==> src/rtl/spi_irq_pkg.sv <==
// Shared constants for the FIFO status and interrupt controller.
// Assumes five interrupt sources in a fixed bit order, read by software.
package spi_irq_pkg;
    localparam int NUM_SRC = 5;
    // interrupt source bit positions
    localparam int SRC_TXL = 0;   // transmit level at/below threshold
    localparam int SRC_TXO = 1;   // transmit overflow
    localparam int SRC_RXU = 2;   // receive underflow
    localparam int SRC_RXO = 3;   // receive overflow
    localparam int SRC_RXH = 4;   // receive level above threshold
    // clear word bit positions
    localparam int CLR_W   = 4;
    localparam int CLR_ALL = 0;
    localparam int CLR_RXU = 1;
    localparam int CLR_RXO = 2;
    localparam int CLR_TXO = 3;
    // status word bit positions
    localparam int ST_W     = 5;
    localparam int ST_BUSY  = 0;
    localparam int ST_TXFUL = 1;
    localparam int ST_TXEMP = 2;
    localparam int ST_RXEMP = 3;
    localparam int ST_RXFUL = 4;
    // DMA enable bit positions
    localparam int DMA_W  = 2;
    localparam int DMA_RX = 0;
    localparam int DMA_TX = 1;

    typedef enum logic {
        CMP_AT_OR_BELOW = 1'b0,
        CMP_ABOVE       = 1'b1
    } cmp_mode_e;
endpackage

==> src/rtl/spi_level_cmp.sv <==
// Threshold comparator for one FIFO level.
// MODE selects whether the flag is raised at/below or strictly above the threshold.
// Assumes level and threshold share the same unsigned width.
module spi_level_cmp #(
    parameter int                     LVL_W = 6,
    parameter spi_irq_pkg::cmp_mode_e MODE  = spi_irq_pkg::CMP_AT_OR_BELOW
) (
    input  logic [LVL_W-1:0] level,
    input  logic [LVL_W-1:0] thresh,
    output logic             hit
);
    generate
        if (MODE == spi_irq_pkg::CMP_ABOVE) begin : g_above
            // raise while the level exceeds the threshold
            always_comb hit = (level > thresh);
        end else begin : g_below
            // raise while the level does not exceed the threshold
            always_comb hit = (level <= thresh);
        end
    endgenerate
endmodule

==> src/rtl/spi_sticky_evt.sv <==
// One sticky event flag: it sets on an event and clears on request.
// A set in the same cycle as a clear wins. Synchronous active-low reset.
module spi_sticky_evt (
    input  logic clk,
    input  logic rst_n,
    input  logic set_evt,
    input  logic clr,
    output logic flag
);
    // hold the event until it is cleared; a new event beats a clear
    always_ff @(posedge clk) begin
        if (!rst_n)       flag <= 1'b0;
        else if (set_evt) flag <= 1'b1;
        else if (clr)     flag <= 1'b0;
    end

    p_set_wins_r9: assert property (@(posedge clk) disable iff (!rst_n)
        set_evt |=> flag);
    p_clear_r7: assert property (@(posedge clk) disable iff (!rst_n)
        (clr && !set_evt) |=> !flag);
    p_hold_r4: assert property (@(posedge clk) disable iff (!rst_n)
        (flag && !clr) |=> flag);
    p_no_spurious_r5: assert property (@(posedge clk) disable iff (!rst_n)
        (!flag && !set_evt) |=> !flag);
endmodule

==> src/rtl/spi_irq_combine.sv <==
// Combines the raw flags with the mask into the masked flags and the interrupt
// line, and gates the level conditions with the DMA enables.
// Assumes the bit order from spi_irq_pkg.
module spi_irq_combine
    import spi_irq_pkg::*;
(
    input  logic [NUM_SRC-1:0] raw,
    input  logic [NUM_SRC-1:0] mask,
    input  logic [DMA_W-1:0]   dma_en,
    output logic [NUM_SRC-1:0] masked,
    output logic               irq,
    output logic               dma_tx_req,
    output logic               dma_rx_req
);
    // apply the per-source enables and merge them into one line
    always_comb begin
        masked = raw & mask;
        irq    = |masked;
    end

    // DMA requests follow the level conditions while they are enabled
    always_comb begin
        dma_tx_req = dma_en[DMA_TX] & raw[SRC_TXL];
        dma_rx_req = dma_en[DMA_RX] & raw[SRC_RXH];
    end
endmodule

==> src/rtl/spi_fifo_irq_ctrl.sv <==
// FIFO status and interrupt controller for a serial port.
// Produces the status word, the raw and masked interrupt flags, one interrupt
// line and the DMA requests from FIFO levels, flags and strobes.
// Assumes the full and empty flags agree with the levels. Synchronous active-low reset.
module spi_fifo_irq_ctrl
    import spi_irq_pkg::*;
#(
    parameter int TX_DEPTH = 32,
    parameter int RX_DEPTH = 32,
    localparam int TX_LVL_W = $clog2(TX_DEPTH + 1),
    localparam int RX_LVL_W = $clog2(RX_DEPTH + 1)
) (
    input  logic                clk,
    input  logic                rst_n,
    input  logic [TX_LVL_W-1:0] tx_level,
    input  logic [RX_LVL_W-1:0] rx_level,
    input  logic                tx_full,
    input  logic                tx_empty,
    input  logic                rx_full,
    input  logic                rx_empty,
    input  logic                tx_push,
    input  logic                rx_push,
    input  logic                rx_pop,
    input  logic                engine_busy,
    input  logic [4:0]          irq_mask,
    input  logic [TX_LVL_W-1:0] tx_thresh,
    input  logic [RX_LVL_W-1:0] rx_thresh,
    input  logic [1:0]          dma_en,
    input  logic                clr_stb,
    input  logic [3:0]          clr_word,
    output logic [4:0]          status,
    output logic [4:0]          raw_irq,
    output logic [4:0]          masked_irq,
    output logic                irq,
    output logic                dma_tx_req,
    output logic                dma_rx_req
);
    // returns the clear request for one sticky source
    function automatic logic clr_for(input int src, input logic stb,
                                     input logic [CLR_W-1:0] w);
        logic one;
        case (src)
            SRC_TXO: one = w[CLR_TXO];
            SRC_RXU: one = w[CLR_RXU];
            SRC_RXO: one = w[CLR_RXO];
            default: one = 1'b0;
        endcase
        return stb & (w[CLR_ALL] | one);
    endfunction

    // returns the event that sets one sticky source
    function automatic logic evt_for(input int src, input logic txp, input logic txf,
                                     input logic rxp, input logic rxf,
                                     input logic pop, input logic rxe);
        case (src)
            SRC_TXO: return txp & txf;
            SRC_RXU: return pop & rxe;
            SRC_RXO: return rxp & rxf;
            default: return 1'b0;
        endcase
    endfunction

    logic [NUM_SRC-1:0] raw;

    // assemble the status word from the FIFO flags and engine state
    always_comb begin
        status           = '0;
        status[ST_BUSY]  = engine_busy;
        status[ST_TXFUL] = tx_full;
        status[ST_TXEMP] = tx_empty;
        status[ST_RXEMP] = rx_empty;
        status[ST_RXFUL] = rx_full;
    end

    spi_level_cmp #(.LVL_W(TX_LVL_W), .MODE(CMP_AT_OR_BELOW)) u_tx_cmp (
        .level (tx_level),
        .thresh(tx_thresh),
        .hit   (raw[SRC_TXL])
    );

    spi_level_cmp #(.LVL_W(RX_LVL_W), .MODE(CMP_ABOVE)) u_rx_cmp (
        .level (rx_level),
        .thresh(rx_thresh),
        .hit   (raw[SRC_RXH])
    );

    // one sticky flag per event source
    generate
        for (genvar i = 0; i < NUM_SRC; i++) begin : g_src
            if (i != SRC_TXL && i != SRC_RXH) begin : g_sticky
                spi_sticky_evt u_evt (
                    .clk    (clk),
                    .rst_n  (rst_n),
                    .set_evt(evt_for(i, tx_push, tx_full, rx_push, rx_full, rx_pop, rx_empty)),
                    .clr    (clr_for(i, clr_stb, clr_word)),
                    .flag   (raw[i])
                );
            end
        end
    endgenerate

    spi_irq_combine u_comb (
        .raw       (raw),
        .mask      (irq_mask),
        .dma_en    (dma_en),
        .masked    (masked_irq),
        .irq       (irq),
        .dma_tx_req(dma_tx_req),
        .dma_rx_req(dma_rx_req)
    );

    assign raw_irq = raw;

    p_reset_clears_r12: assert property (@(posedge clk)
        !rst_n |=> (raw_irq[SRC_TXO] == 1'b0 && raw_irq[SRC_RXU] == 1'b0
                    && raw_irq[SRC_RXO] == 1'b0));
    p_txovf_set_r4: assert property (@(posedge clk) disable iff (!rst_n)
        (tx_push && tx_full) |=> raw_irq[SRC_TXO]);
    p_rxunf_set_r6: assert property (@(posedge clk) disable iff (!rst_n)
        (rx_pop && rx_empty) |=> raw_irq[SRC_RXU]);
    p_clear_all_r8: assert property (@(posedge clk) disable iff (!rst_n)
        (clr_stb && clr_word[CLR_ALL] && !(rx_push && rx_full)) |=> !raw_irq[SRC_RXO]);
    p_irq_masked_r10: assert property (@(posedge clk) disable iff (!rst_n)
        irq |-> (raw_irq & irq_mask) != '0);
    p_dma_tx_gate_r11: assert property (@(posedge clk) disable iff (!rst_n)
        dma_tx_req |-> (dma_en[DMA_TX] && tx_level <= tx_thresh));
    p_dma_rx_gate_r11: assert property (@(posedge clk) disable iff (!rst_n)
        dma_rx_req |-> (dma_en[DMA_RX] && rx_level > rx_thresh));
endmodule

==> config.mk <==
export PLATFORM = sky130hd
export DESIGN_NAME = spi_fifo_irq_ctrl
export DESIGN_NICKNAME = d
export VERILOG_FILES = /design/src/rtl/spi_irq_pkg.sv /design/src/rtl/spi_level_cmp.sv /design/src/rtl/spi_sticky_evt.sv /design/src/rtl/spi_irq_combine.sv /design/src/rtl/spi_fifo_irq_ctrl.sv
export SDC_FILE = /design/constraint.sdc
export NUM_CORES = 1
export LEC_CHECK = 0
export BUFFER_PORTS_ARGS = -buffer_cell sky130_fd_sc_hd__buf_2
export CAP_MARGIN = 20
export CORE_UTILIZATION = 34
export DETAILED_ROUTE_END_ITERATION = 10
export GPL_ROUTABILITY_DRIVEN = 0
export GPL_TIMING_DRIVEN = 0
export PLACE_DENSITY = 0.78
export SLEW_MARGIN = 10
export SYNTH_ARGS = -nofsm -noshare
export SYNTH_HDL_FRONTEND = slang
export SYNTH_SLANG_ARGS = --single-unit
==> constraint.sdc <==
create_clock -name clk -period 1.92 [get_ports clk]
set_input_delay 0.288 -clock clk [delete_from_list [all_inputs] [get_ports clk]]
set_output_delay 0.288 -clock clk [all_outputs]
set_load 0.01 [all_outputs]
==> results.sh, run 1 <==
export IMPL_max_slew_margin_rel_pct=78.0
export IMPL_status="finished, final reports clean"
export IMPL_start_util_pct=38.5
export IMPL_clk_pin_slew_ns=0.04
export IMPL_worstMarginPinSlew_ns=0.330
export IMPL_finalHoldViolCount=0
export IMPL_fin_crit_sh_pct=96.9
export IMPL_grt_max_degree=5
export IMPL_nFillCells=155
export IMPL_area_delta_synth_final_pct=59.8
export IMPL_irDropWorstVdd_uv=328
export IMPL_grt_pass1_wl_um=2530
export IMPL_crit_path_start="tx_level[3]"
export IMPL_layoutNonFillerInstCount=165
export IMPL_netlist_instances=76
export IMPL_dr_pass1_iters=4
export IMPL_setup_viol_count_final=0
export IMPL_finalMaxSlewViolations=0
export IMPL_placed_cells_incl_taps=161
export IMPL_synth_top_family_by_area="compound AO/OA/AOI/OAI gates"
export IMPL_setup_worst_path_end="raw_irq[0]"
export IMPL_top_usage_layer="met2"
export IMPL_rsz0062_at_grt="no"
export IMPL_use_met1_pct=15.3
export IMPL_grtUsageTotal_pct=16.9
export IMPL_drc=0
export IMPL_r2r_start="g_src[2].g_sticky.u_evt.flag"
export IMPL_avgSynthCellArea_um2=8.07
export IMPL_synth_simple_gate_area_share_pct=19.0
export IMPL_async_flop_share_pct=0
export IMPL_vias=748
export IMPL_use_met2_pct=33.2
export IMPL_startpoint_type="input port"
export IMPL_synth_compound_area_share_pct=25.3
export IMPL_top_regs="g_src.g_sticky.u_evt.flag: 3 flops"
export IMPL_rrSetupSlack_ns=1.27
export IMPL_regMostFlops="g_src.g_sticky.u_evt.flag"
export IMPL_synth_top_cell_by_area="ha_1"
export IMPL_hold_class="in2reg"
export IMPL_synth_xor_area_share_pct=0
export IMPL_leakagePower_nw=0.608
export IMPL_routed_wl_um=1560
export IMPL_max_cap_violations=0
export IMPL_worstPathMaxFanout=4
export IMPL_ys_top_cells_by_count="15 x inv_1, 12 x ha_1, 10 x buf_4"
export IMPL_yosysSeqAreaShare_pct=9.80
export IMPL_synth_warnings=0
export IMPL_synthTopCellsByArea="ha_1 24%, buf_4 12%, dfxtp_1 9.8%"
export IMPL_yosysMostFrequentCell="inv_1"
export IMPL_antenna_cells=0
export IMPL_synth_top_area_share_pct=24.5
export IMPL_die_area_mm2=0.00198
export IMPL_htree_num_levels=1
export IMPL_swShare_pct=32.5
export IMPL_cp_arrival_ns=1.57
export IMPL_cts_buffers=3
export IMPL_drive_above_1_share_pct=57.4
export IMPL_fin_crit_ns=1.86
export IMPL_power_frac_clock_pct=28.4
export IMPL_cts_num_sinks=3
export IMPL_die_h_um=44.5
export IMPL_dp_hpwl_um=1420
export IMPL_path_class="in2out"
export IMPL_grt_pass1_vias=694
export IMPL_r2r_end="g_src[2].g_sticky.u_evt.flag"
export IMPL_ys_seq_elements=3
export IMPL_required_ns=1.63
export IMPL_antenna_found_initial=0
export IMPL_cts_path_max_buffers=2
export IMPL_coreArea_mm2=0.00159
export IMPL_finClkSkew_ns=0
export IMPL_fin_nets=200
export IMPL_detail_route_wl_per_cell_um=9.43
export IMPL_p_seq_share_pct=18.1
export IMPL_die_w_um=44.5
export IMPL_max_freq_ghz=0.538
export IMPL_synth_ff_type="dfxtp_1"
export IMPL_power_uw=382
export IMPL_power_frac_comb_pct=53.5
export IMPL_ant_nets=0
export IMPL_yosysUniqueCellTypes=22
export IMPL_grt_overflow_total=0
export IMPL_utilization_pct=61.5
export IMPL_synth_area_um2=613
export IMPL_p_int_uw=258
export IMPL_cts_tree="built"
export IMPL_synthAdderAreaFrac_pct=24.5
export IMPL_portBuffers=61
export IMPL_synth_mux_area_share_pct=0
export IMPL_cts_root_buf="clkbuf_4"
export IMPL_reg2reg_depth=2
export IMPL_met3_usage_pct=4.49
export IMPL_synth_nets=134
export IMPL_worst_setup_path_end_kind="output pin"
export IMPL_worstSkewPairLatency_ns=0.23
export IMPL_largest_register_ffs=3
export IMPL_synth_edff_count=0
export IMPL_pin_count=64
export IMPL_drt_iter0_markers=6
export IMPL_vias_per_cell=4.53
export IMPL_seq_area_um2=60.1
export IMPL_power_switching_uw=124
export IMPL_multi_input_area_um2=427
export IMPL_rows=14
export IMPL_p_per_area_mw_per_mm2=390
-- layout make-up --
type,count,area share [%]
inverters,15,5.75
plain buffers,10,7.66
multi-input cells,48,43.6
well taps,24,3.07
repair buffers,61,31.2
flip-flops and latches,3,6.13
clock buffers,4,2.68
-- critical path, stage by stage --
cell and delay (ns):
buf_2 0.10, ha_1 0.30, and4_1 0.21, and3_4 0.18, a31oi_4 0.18, inv_1 0.06, buf_4 0.12, buf_2 0.13
-- cells by family (layout without fill, tap and decap cells) --
| group | Yosys count | after routing |
|---|---|---|
| buffers and inverters | 25 | 90 |
| AND/OR/NAND/NOR | 19 | 19 |
| AO/OA/AOI/OAI | 17 | 17 |
| adder cells (fa/ha/maj) | 12 | 12 |
| flip-flops | 3 | 3 |
-- how the worst min path moves through the flow --
| stage | startpoint | endpoint | cells after the start |
|---|---|---|---|
| 2_1_floorplan | rst_n | g_src[1].g_sticky.u_evt.flag | 1 |
| 3_3_place_gp | rst_n | g_src[2].g_sticky.u_evt.flag | 2 |
| 3_5_place_dp | rst_n | g_src[1].g_sticky.u_evt.flag | 2 |
| 4_1_cts | rst_n | g_src[1].g_sticky.u_evt.flag | 2 |
| 5_1_grt | rst_n | g_src[3].g_sticky.u_evt.flag | 2 |
| 6_report | rst_n | g_src[1].g_sticky.u_evt.flag | 2 |
-- layout by cell type, fill, tap and decap left out, types with 3 or more instances in the layout --
master / count
a22oi_1: 3
and2_1: 4
ha_1: 12
inv_1: 15
nor2b_1: 6
clkbuf_4: 3
buf_2: 61
buf_4: 10
dfxtp_1: 3
o21ai_0: 4
-- per-stage QoR --
stage | cell area (µm²) | worst slack, ns | setup TNS (ns) | hold WS [ns]
2_1_floorplan | 613 | 0.275 | 0 | 0.416
3_3_place_gp | 948 | 0.0104 | 0 | 0.525
3_5_place_dp | 948 | -0.00483 | -0.00483 | 0.533
4_1_cts | 980 | 0.0230 | 0 | 0.292
5_1_grt | 980 | 0.00261 | 0 | 0.296
6_report | 980 | 0.0595 | 0 | 0.294
-- power by group through the flow --
stage | logic [mW] | clock network (mW) | registers, mW
floorplan | 0.120 | 0 | 0.0692
global placement | 0.197 | 0 | 0.0699
detailed placement | 0.205 | 0 | 0.0702
CTS | 0.207 | 0.112 | 0.0693
global route | 0.228 | 0.125 | 0.0696
finish | 0.204 | 0.109 | 0.0693
-- what timing repair did --
item	CTS	global route
gates cloned	0	0
endpoints found under the hold margin	0	0
setup endpoints to repair	1	1
hold buffers	0	0
resized for setup	1	0
setup buffers	0	0
pin swaps	0	1
-- layer usage --
| metal | wire length [µm] | up-vias |
|---|---|---|
| met5 | 0 | - |
| met4 | 14 | 0 |
| met3 | 155 | 2 |
| met1 | 558 | 321 |
| li1 | - | 381 |
| met2 | 827 | 44 |
Power figures use the tool's default switching activity.
==> run 2: changes to the inputs <==
--- a/config.mk
+++ b/config.mk
@@ -7,6 +7,7 @@
 export LEC_CHECK = 0
 export BUFFER_PORTS_ARGS = -buffer_cell sky130_fd_sc_hd__buf_2
 export CAP_MARGIN = 20
+export CORE_MARGIN = 2
 export CORE_UTILIZATION = 34
 export DETAILED_ROUTE_END_ITERATION = 10
 export GPL_ROUTABILITY_DRIVEN = 0
==> results.sh, run 2 (synthesized netlist as in run 1, its figures left out) <==
export IMPL_antenna_found_initial=0
export IMPL_swShare_pct=33.5
export IMPL_power_frac_comb_pct=53.4
export IMPL_dp_hpwl_um=1410
export IMPL_cpMaxStageDelayCell="and4_1"
export IMPL_layoutNonFillerInstCount=166
export IMPL_routed_wl_um=1580
export IMPL_fin_crit_ns=1.84
export IMPL_htree_num_levels=1
export IMPL_cts_root_buf="clkbuf_4"
export IMPL_drc=0
export IMPL_die_area_mm2=0.00216
export IMPL_drive_above_1_share_pct=59.6
export IMPL_final_cell_mix="61 x buf_2, 15 x inv_1, 10 x buf_4"
export IMPL_grtUsageTotal_pct=15.2
export IMPL_start_util_pct=35.9
export IMPL_power_switching_uw=132
export IMPL_regMostFlops="g_src.g_sticky.u_evt.flag"
export IMPL_antenna_cells=0
export IMPL_cts_num_sinks=3
export IMPL_cts_path_max_buffers=2
export IMPL_cts_tree="built"
export IMPL_rows=15
export IMPL_max_slew_margin_rel_pct=80.2
export IMPL_grt_pass1_vias=665
export IMPL_worst_setup_path_end_kind="output pin"
export IMPL_cts_buffers=3
export IMPL_p_per_area_mw_per_mm2=388
export IMPL_path_delay_family="buffers and inverters"
export IMPL_portBuffers=61
export IMPL_detail_route_wl_per_cell_um=9.54
export IMPL_worstSkewPairLatency_ns=0.23
export IMPL_status="finished, final reports clean"
export IMPL_grt_pass1_wl_um=2310
export IMPL_pin_count=64
export IMPL_hold_path_startpoint="rst_n"
export IMPL_worstMarginPinSlew_ns=0.298
export IMPL_cp_arrival_ns=1.55
export IMPL_postCtsSetupRepairBufs=0
export IMPL_ant_nets=0
export IMPL_timing_hold_ws_ns=0.304
export IMPL_die_w_um=46.5
export IMPL_fin_crit_sh_pct=96.0
export IMPL_nFillCells=147
export IMPL_vias_per_cell=4.40
export IMPL_max_freq_ghz=0.543
export IMPL_grt_overflow_total=0
export IMPL_power_frac_clock_pct=29.0
export IMPL_path_class="in2out"
export IMPL_holdPathStages=2
export IMPL_holdPathEnd="g_src[2].g_sticky.u_evt.flag"
export IMPL_area_delta_synth_final_pct=66.1
export IMPL_drt_iter0_markers=5
export IMPL_worstPathCellList="buf_2, inv_1, ha_4, and4_1, and3_4, a31oi_4, inv_1, buf_4, buf_2"
export IMPL_fin_nets=200
export IMPL_rsz0062_at_grt="no"
export IMPL_worstPathMaxFanout=4
export IMPL_finalHoldViolCount=0
export IMPL_finalMaxSlewViolations=0
export IMPL_coreArea_mm2=0.00171
export IMPL_p_seq_share_pct=17.5
export IMPL_vias=730
export IMPL_placed_cells_incl_taps=162
export IMPL_irDropWorstVdd_uv=300
export IMPL_top_regs="g_src.g_sticky.u_evt.flag: 3 flops"
export IMPL_grt_max_degree=5
export IMPL_slowest_delay_ns=0.21
export IMPL_hold_class="in2reg"
export IMPL_reg2reg_depth=2
export IMPL_leakagePower_nw=0.608
export IMPL_hold_buffers=0
export IMPL_rrSetupSlack_ns=1.27
export IMPL_setup_viol_count_final=0
export IMPL_die_h_um=46.5
export IMPL_path_buf_inv=5
export IMPL_max_cap_violations=0
export IMPL_final_common_cell="buf_2"
export IMPL_largest_register_ffs=3
export IMPL_required_ns=1.63
export IMPL_r2r_start="g_src[3].g_sticky.u_evt.flag"
export IMPL_finClkSkew_ns=0
export IMPL_clk_pin_slew_ns=0.04
export IMPL_p_int_uw=263
export IMPL_dr_pass1_iters=3
export IMPL_r2r_end="g_src[3].g_sticky.u_evt.flag"
export IMPL_startpoint_type="input port"
run 2: what timing repair did:
item                                   in CTS  in global routing
pin swaps                                   0                  2
endpoints found under the hold margin       0                  0
gates resized for setup                     1                  3
setup endpoints to repair                   1                  1
run 2: worst max-delay path by stage:
stage	startpoint	end	cells past startpoint
after floorplan	tx_thresh[5]	raw_irq[0]	7
after global placement	tx_level[5]	raw_irq[0]	8
after detailed placement	tx_level[5]	raw_irq[0]	8
after CTS	tx_level[5]	raw_irq[0]	8
after global routing	tx_thresh[4]	raw_irq[0]	9
final	tx_thresh[4]	raw_irq[0]	9
run 2: routing by layer:
layer / share of wire [%] / GRT usage, %
met5: 0 / 0
met1: 35 / 13.7
met4: 0.63 / 8.57
met3: 9.0 / 3.14
met2: 55 / 30.3
run 2: final cells by class:
cell class	instances	area (µm²)	area share, %
sequential	3	60.1	5.90
tap	25	31.3	3.07
buffer	10	75.1	7.37
inverter	15	56.3	5.53
timing repair buffer	61	305	30.0
multi-input combinational	48	464	45.6
clock buffer	4	26.3	2.58
run 2: power groups by stage:
| stage | sequential (mW) | clock [mW] | combinational [mW] |
|---|---|---|---|
| after detailed placement | 0.0703 | 0 | 0.204 |
| after global placement | 0.0700 | 0 | 0.198 |
| after global routing | 0.0699 | 0.124 | 0.237 |
| after CTS | 0.0693 | 0.121 | 0.206 |
| final | 0.0692 | 0.115 | 0.211 |
| after floorplan | 0.0692 | 0 | 0.120 |
run 2: stage by stage:
| stage | setup TNS (ns) | cell area [µm²] | worst slack (ns) | utilization, % | power (mW) |
|---|---|---|---|---|---|
| 4_1_cts | 0 | 981 | 0.0204 | 57.4 | 0.396 |
| 5_1_grt | 0 | 1020 | 0.00600 | 59.6 | 0.431 |
| 3_5_place_dp | -0.00821 | 950 | -0.00821 | 55.6 | 0.275 |
| 2_1_floorplan | 0 | 613 | 0.275 | - | 0.189 |
| 6_report | 0 | 1020 | 0.0774 | 59.6 | 0.395 |
| 3_3_place_gp | 0 | 950 | 0.0114 | 55.6 | 0.268 |
